$ cat src/rtl/shift_alu_pkg.sv
package shift_alu_pkg;

    localparam int unsigned FN_W = 4;

    typedef enum logic [FN_W-1:0] {
        FN_ADD   = 4'd0,
        FN_SUB   = 4'd1,
        FN_OR    = 4'd2,
        FN_UPPER = 4'd3,
        FN_SHL   = 4'd4,
        FN_SHR   = 4'd5,
        FN_SAR   = 4'd6
    } alu_fn_e;

    typedef enum logic [1:0] {
        SH_LEFT   = 2'd0,
        SH_RLOG   = 2'd1,
        SH_RARITH = 2'd2,
        SH_IDLE   = 2'd3
    } shift_mode_e;

endpackage

$ cat src/rtl/shift_alu_addsub.sv
module shift_alu_addsub #(
    parameter int unsigned WIDTH = 32
) (
    input  logic [WIDTH-1:0] op_a,
    input  logic [WIDTH-1:0] op_b,
    input  logic             subtract,
    output logic [WIDTH-1:0] result
);

    logic [WIDTH-1:0] b_eff_d;
    logic [WIDTH-1:0] cin_d;

    // Two's complement subtraction: invert B and inject a carry of one.
    always_comb begin
        b_eff_d = op_b ^ {WIDTH{subtract}};
        cin_d   = {{(WIDTH-1){1'b0}}, subtract};
        result  = op_a + b_eff_d + cin_d;
    end

endmodule

$ cat src/rtl/shift_alu_bitwise.sv
module shift_alu_bitwise #(
    parameter int unsigned WIDTH = 32
) (
    input  logic [WIDTH-1:0] op_a,
    input  logic [WIDTH-1:0] op_b,
    output logic [WIDTH-1:0] or_out,
    output logic [WIDTH-1:0] upper_out
);

    localparam int unsigned HALF = WIDTH / 2;

    always_comb begin
        or_out    = op_a | op_b;
        upper_out = op_b << HALF;
    end

endmodule

$ cat src/rtl/shift_alu_shifter.sv
module shift_alu_shifter
    import shift_alu_pkg::*;
#(
    parameter  int unsigned WIDTH = 32,
    localparam int unsigned SHW   = $clog2(WIDTH)
) (
    input  logic [WIDTH-1:0] src,
    input  logic [SHW-1:0]   amount,
    input  shift_mode_e      mode,
    output logic [WIDTH-1:0] result
);

    function automatic logic [WIDTH-1:0] bit_reverse(input logic [WIDTH-1:0] v);
        logic [WIDTH-1:0] r;
        for (int i = 0; i < int'(WIDTH); i++) begin
            r[i] = v[WIDTH-1-i];
        end
        return r;
    endfunction

    logic                      go_left;
    logic                      fill_bit;
    logic [SHW:0][WIDTH-1:0]   stage;

    // A left shift reuses the right-shift stages on a bit-reversed word.
    assign go_left  = (mode == SH_LEFT);
    assign fill_bit = (mode == SH_RARITH) & src[WIDTH-1];
    assign stage[0] = go_left ? bit_reverse(src) : src;

    // One stage per shift-amount bit; stage k moves by 2**k.
    for (genvar k = 0; k < int'(SHW); k++) begin : g_stage
        localparam int unsigned DIST = 2 ** k;
        assign stage[k+1] = amount[k]
            ? {{DIST{fill_bit}}, stage[k][WIDTH-1:DIST]}
            : stage[k];
    end

    assign result = go_left ? bit_reverse(stage[SHW]) : stage[SHW];

endmodule

$ cat src/rtl/shift_alu.sv
module shift_alu
    import shift_alu_pkg::*;
#(
    parameter  int unsigned WIDTH = 32,
    localparam int unsigned SHW   = $clog2(WIDTH)
) (
    input  logic [WIDTH-1:0] op_a,
    input  logic [WIDTH-1:0] op_b,
    input  logic [SHW-1:0]   shamt,
    input  logic [FN_W-1:0]  fn,
    output logic [WIDTH-1:0] result
);

    typedef struct packed {
        logic [WIDTH-1:0] arith;
        logic [WIDTH-1:0] bit_or;
        logic [WIDTH-1:0] upper;
        logic [WIDTH-1:0] shifted;
    } lanes_t;

    lanes_t           lanes_d;
    logic             subtract_d;
    shift_mode_e      mode_d;
    logic [WIDTH-1:0] result_d;

    // Lane controls decoded from the function code.
    always_comb begin
        subtract_d = (fn == FN_SUB);
        case (fn)
            FN_SHL:  mode_d = SH_LEFT;
            FN_SHR:  mode_d = SH_RLOG;
            FN_SAR:  mode_d = SH_RARITH;
            default: mode_d = SH_IDLE;
        endcase
    end

    shift_alu_addsub #(.WIDTH(WIDTH)) i_addsub (
        .op_a     (op_a),
        .op_b     (op_b),
        .subtract (subtract_d),
        .result   (lanes_d.arith)
    );

    shift_alu_bitwise #(.WIDTH(WIDTH)) i_bitwise (
        .op_a      (op_a),
        .op_b      (op_b),
        .or_out    (lanes_d.bit_or),
        .upper_out (lanes_d.upper)
    );

    shift_alu_shifter #(.WIDTH(WIDTH)) i_shifter (
        .src    (op_b),
        .amount (shamt),
        .mode   (mode_d),
        .result (lanes_d.shifted)
    );

    // Output select; unassigned codes collapse to zero.
    always_comb begin
        case (fn)
            FN_ADD, FN_SUB:         result_d = lanes_d.arith;
            FN_OR:                  result_d = lanes_d.bit_or;
            FN_UPPER:               result_d = lanes_d.upper;
            FN_SHL, FN_SHR, FN_SAR: result_d = lanes_d.shifted;
            default:                result_d = '0;
        endcase
    end

    assign result = result_d;

endmodule

$ cat config.mk
export PLATFORM = sky130hd
export DESIGN_NAME = shift_alu
export DESIGN_NICKNAME = d
export VERILOG_FILES = /design/src/rtl/shift_alu_pkg.sv /design/src/rtl/shift_alu_addsub.sv /design/src/rtl/shift_alu_bitwise.sv /design/src/rtl/shift_alu_shifter.sv /design/src/rtl/shift_alu.sv
export SDC_FILE = /design/constraint.sdc
export NUM_CORES = 1
export LEC_CHECK = 0
export BUFFER_PORTS_ARGS = -buffer_cell sky130_fd_sc_hd__buf_2
export CAP_MARGIN = 10
export CORE_MARGIN = 2
export CORE_UTILIZATION = 41
export DETAILED_ROUTE_END_ITERATION = 7
export PLACE_DENSITY = 0.66
export SLEW_MARGIN = 20
export SYNTH_ARGS = -nofsm -noshare
export SYNTH_HDL_FRONTEND = slang
export SYNTH_HIERARCHICAL = 1
export SYNTH_SLANG_ARGS = --single-unit
$ cat constraint.sdc
create_clock -name vclk -period 5.83
set_input_delay 0.583 -clock vclk [all_inputs]
set_output_delay 0.583 -clock vclk [all_outputs]
set_load 0.01 [all_outputs]
==> flow_summary.ini, run 1 <==
[outcome]
status = finished, final reports clean

[power_and_ir_drop]
power_frac_clock = 0
ir_drop_mv = 0.05360
leakage_nw = 2.981
switchingPower_mw = 0.4435
p_per_area_nw_per_um2 = 104.0
p_int_mw = 0.2856
combinationalPowerShare = 1.000
swShare = 0.6083
seqPwrFrac = 0

[die]
start_util = 0.4201
num_rows = 46
die_height_microns = 131.6
die_area_sq_um = 17310
core_sq_um = 15890
ios = 105
die_w_microns = 131.6

[layout]
stdcell_count = 1131
area_growth_pct = 5.043
fillers = 1660
layout.nets = 1024
seq_cell_count = 0
final_layout_size_suffix_gt1_frac = 0.2033
regArea_sq_um = 0
n_antenna_cell = 0
clock_buffers = 0

[cts]
post_cts_buffers = 0
holdBufCountCts = 0
ctsResizeCount = 0

[global_routing]
grt_use_met1 = 0.3847
track_usage = 0.2899
grt_pass1_vias = 6990
grt_pass1_wl_mm = 40.24
antenna_found_initial = 1
grt_max_degree = 47
met3_usage = 0.03742
use_met2 = 0.4718
overflow = 0
busiest_layer = met2

[setup_path]
cp_common_cell = buf_2
path_cells = buf_2 > or3b_1 > buf_4 > or2_2 > mux4_2 > o22ai_1 > a2111oi_0 > o311ai_0 > o31ai_1 > a31oi_1 > o21ai_1 > buf_2
slowest_delay_ns = 0.98
endpoint_kind = primary output
startpoint_type = primary input
path_buf_inv = 3
crit_required_ns = 5.25
crit_family = compound AO/OA/AOI/OAI gates
cp.arrival_ns = 4.71
critPathSlowestCell = a2111oi_0
crit_fanout = 23
critical_path_class = primary input to primary output

[sta]
hold_viol = 0
grt_setup_unrepaired = false
slew_violations = 0
fin_crit_ns = 5.296
timing.fmax_ghz = 0.1888
finalSetupViolCount = 0
worst_pin_slew_ns = 1.151
setup-tns-final_ns = 0
period_share = 0.9084
slew_headroom = 0.2125

[run]
maxCapViolCount = 0

[detailed_routing]
routedWlPerCell_microns = 23.08
drc = 0
drt-vias-per-instance = 6.713
vias = 7592
drtIter0Drc = 825
ant_nets = 0
postRouteWirelength_mm = 26.11
drtPass1Iterations = 8

[worst_hold_path]
worstHoldStart = fn[3]
hold_path.class = primary input to primary output
holdPathStages = 3
holdPathEnd = result[5]

[synth]
ys_types = 86
yosys_warnings = 6
synthCells = 885
synth-seq-area-share = 0
avgSynthCellArea_sq_um = 7.541
netlist_area_sq_um = 6674

[placed_design]
hpwl_mm = 20.70
place_congestion = 1.053
dpl.cell_count = 1131
io_buffers = 105
## layout by cell type, fill, tap and decap left out, drive strengths merged, types with 5 or more instances in the layout
cell type and n:
a211oi 10, a21o 22, a21oi 48, a22oi 49
a31oi 43, and3 5, and4b 32, buf 119
conb 16, ha 33, inv 16, mux2i 27
mux4 41, nand2 65, nand3 14, nand3b 5
nand4 6, nor2 57, nor3 14, o211ai 6
o21a 9, o21ai 68, o21bai 5, o22ai 12
o31ai 9, o32ai 6, or2 38, xnor2 16
xor2 43
## routing by layer
layer / vias to the layer above / part of all wire
li1: 3490 / -
met1: 3544 / 0.40
met2: 468 / 0.45
met3: 90 / 0.098
met4: 0 / 0.055
met5: - / 0
## worst max path at each step
stage	startpoint	end	slack, ns	cells past startpoint
after floorplan	fn[3]	result[29]	0.93	18
after global placement	fn[2]	result[18]	0.68	12
after detailed placement	fn[2]	result[18]	0.68	12
after CTS	fn[2]	result[18]	0.70	12
after global routing	fn[2]	result[18]	0.35	11
final	fn[2]	result[13]	0.53	12
## cell usage after synthesis, types with 4 or more instances
master,instances,area (sq um)
nand2_1,65,244.0
nor2_1,56,210.2
a21oi_1,48,240.2
a22oi_1,48,360.4
o21ai_0,48,240.2
a31oi_1,43,269.0
xor2_1,43,376.6
buf_4,37,277.8
mux4_2,37,833.3
clkbuf_1,35,131.4
ha_1,33,412.9
or2_1,33,206.5
and4b_1,32,320.3
mux2i_1,27,270.3
a21o_1,20,150.1
o21ai_1,20,100.1
xnor2_1,16,140.1
inv_1,14,52.55
nand3_1,14,70.07
nor3_1,13,65.06
o22ai_1,12,75.07
a211oi_1,10,75.07
buf_2,10,50.05
buf_6,10,112.6
o21a_1,9,67.56
o31ai_1,8,60.06
buf_1,7,26.28
o211ai_1,6,45.04
o32ai_1,6,52.55
and3_1,5,31.28
nand3b_1,5,37.54
nand4_1,5,31.28
o21bai_1,5,37.54
a21boi_0,4,30.03
a32oi_1,4,35.03
and4_1,4,35.03
clkbuf_2,4,20.02
mux2_2,4,45.04
mux4_1,4,105.1
nand2b_1,4,25.02
o2111ai_1,4,35.03
o221ai_1,4,35.03
or2_2,4,25.02
## power groups by stage
stage | logic, mW | clock network [mW] | registers (mW)
finish | 0.729 | 0 | 0
global route | 0.789 | 0 | 0
CTS | 0.713 | 0 | 0
detailed placement | 0.709 | 0 | 0
global placement | 0.711 | 0 | 0
floorplan | 0.514 | 0 | 0
## kinds of logic (layout without fill, tap and decap cells)
| group | Yosys count | count (layout) | synth area share |
|---|---|---|---|
| AOI/OAI and AO/OA | 331 | 331 | 0.3356 |
| xor gates and xnor gates | 59 | 59 | 0.07743 |
| adders and majority gates | 34 | 34 | 0.06487 |
| buffers and inverters | 121 | 136 | 0.1044 |
| muxes | 72 | 72 | 0.1879 |
| other | 1 | 16 | 0.0005619 |
| and+or+nand+nor | 267 | 267 | 0.2293 |
## worst min-delay path, stage by stage
cell and delay, ns:
buf_2 0.19, o21ai_1 0.09, buf_2 0.13
## cell type report
cell class,instances,area (sq um),area share
inverter,17,63.81,0.009102
multi-input combinational,779,6046,0.8624
tap,216,270.3,0.03855
timing repair buffer,119,630.6,0.08995
## through the flow
stage          instance area (sq um)  utilization  power, mW  hold WS [ns]  setup WS, ns
6_report                        7010       0.4413     0.7291         1.574        0.5338
5_1_grt                         7010       0.4413     0.7891         1.602        0.3483
4_1_cts                         7010       0.4413     0.7125         1.577        0.6952
3_5_place_dp                    7010       0.4413     0.7092         1.575        0.6812
3_3_place_gp                    7010       0.4413     0.7115         1.583        0.6772
2_1_floorplan                   6730            -     0.5141         1.421        0.9300
Note: power is estimated with default switching activity, not from simulation.
==> run 2: changes to the inputs <==
Settings changed: CORE_UTILIZATION 41 to 50, PLACE_DENSITY 0.66 to 0.77.
==> run 2 against run 1 <==
Net effect: routed wire length fell by 2.4%; worst hold slack improved by 0.037 ns; global-route usage rose by 5.1 points; non-clock buffer count fell by 3; worst setup slack improved by 0.021 ns; die area fell by 17%; critical path type unchanged; largest power group unchanged.
==> flow_summary.ini, run 2 (synthesized netlist as in run 1, its figures left out) <==
[layout]
stdcell_count = 1088
fillers = 1346
multi_input_area_sq_um = 6046
regArea_sq_um = 0
clock_buffers = 0
area_growth_pct = 3.956
final_cell_area_sq_um = 6938
mostFrequentLayoutCell = buf_2
layout.nets = 1021
layout_common_cells = 105 x buf_2, 65 x nand2_1, 56 x nor2_1
seq_cell_count = 0
n_antenna_cell = 0
utilization = 0.5281
final_layout_size_suffix_gt1_frac = 0.2007

[placed_design]
io_buffers = 105
dpl-instance-area_sq_um = 6938
hpwl_mm = 19.86
dpl.cell_count = 1088
place_congestion = 1.021

[global_routing]
grt_pass1_vias = 6781
met3_usage = 0.04610
overflow = 0
track_usage = 0.3409
antenna_found_initial = 0
grt_use_met1 = 0.4642
busiest_layer = met2
grt_pass1_wl_mm = 38.43
use_met2 = 0.5507
grt_max_degree = 66

[setup_path]
cp.arrival_ns = 4.69
cp_common_cell = buf_2
endpoint_kind = primary output
path_buf_inv = 3
slowest_delay_ns = 0.87
worstSetupStartpoint = fn[3]
crit_family = compound AO/OA/AOI/OAI gates
startpoint_type = primary input
crit_required_ns = 5.25
critPathSlowestCell = a2111oi_0
path_cells = buf_2 > buf_4 > or3b_1 > or2_2 > mux4_2 > o22ai_1 > a2111oi_0 > o311ai_0 > o31ai_1 > a31oi_1 > o21ai_1 > buf_2
crit_fanout = 35
critical_path_class = primary input to primary output

[power_and_ir_drop]
combinationalPowerShare = 1.000
power_frac_clock = 0
seqPwrFrac = 0
swShare = 0.6100
leakage_nw = 2.966
p_per_area_nw_per_um2 = 105.4
switchingPower_mw = 0.4460
ir_drop_mv = 0.05567
p_int_mw = 0.2852

[detailed_routing]
drc = 0
drtPass1Iterations = 6
postRouteWirelength_mm = 25.48
vias = 7713
routedWlPerCell_microns = 23.41
ant_nets = 0
drtIter0Drc = 1055
drt-vias-per-instance = 7.089

[die]
die_area_sq_um = 14290
core_sq_um = 13140
start_util = 0.5080
die_height_microns = 119.5
ios = 105
die_w_microns = 119.5
num_rows = 42

[sta]
timing.fmax_ghz = 0.1896
slew_headroom = 0.3078
slew_violations = 0
worst_pin_slew_ns = 1.012
whs_ns = 1.611
grt_setup_unrepaired = false
hold_viol = 0
fin_crit_ns = 5.275
setup-tns-final_ns = 0
period_share = 0.9048
finalSetupViolCount = 0

[cts]
ctsResizeCount = 0
post_cts_buffers = 0
holdBufCountCts = 0

[outcome]
status = finished, final reports clean

[worst_hold_path]
holdPathStages = 5
worstHoldStart = op_a[5]
hold_path.class = primary input to primary output
holdPathEnd = result[5]

[run]
maxCapViolCount = 0
## run 2: per-layer routing
metal	up-vias	routed length, microns
met4	0	1270
li1	3487	-
met5	-	0
met3	99	2775
met2	555	11580
met1	3572	9846
## run 2: cell type report
class              instances  area share
multi-input cells        779      0.8714
repair buffers           116     0.08765
well taps                176     0.03174
inverters                 17    0.009197
## run 2: how the worst max path moves through the flow
stage | cells after the start | end | slack (ns)
floorplan | 18 | result[29] | 0.93
global placement | 13 | result[22] | 0.73
detailed placement | 17 | result[28] | 0.72
CTS | 17 | result[28] | 0.71
global route | 17 | result[12] | 0.29
finish | 12 | result[13] | 0.55
## run 2: stage by stage
step                      power, mW  setup slack (ns)
after floorplan              0.5141            0.9300
after global placement       0.7021            0.7340
after detailed placement     0.7047            0.7159
after CTS                    0.7081            0.7133
after global routing         0.7816            0.2865
final                        0.7312            0.5549
## run 2: power by group through the flow
stage	clock [mW]	combinational [mW]	sequential, mW
after global placement	0	0.702	0
final	0	0.731	0
after floorplan	0	0.514	0
after CTS	0	0.708	0
after detailed placement	0	0.705	0
after global routing	0	0.782	0
## run 2: worst min-delay path, delay by kind of cell
kind	cells	cell delay, ns
compound gates	2	0.13
buf+inv	2	0.22
simple gates	1	0.10
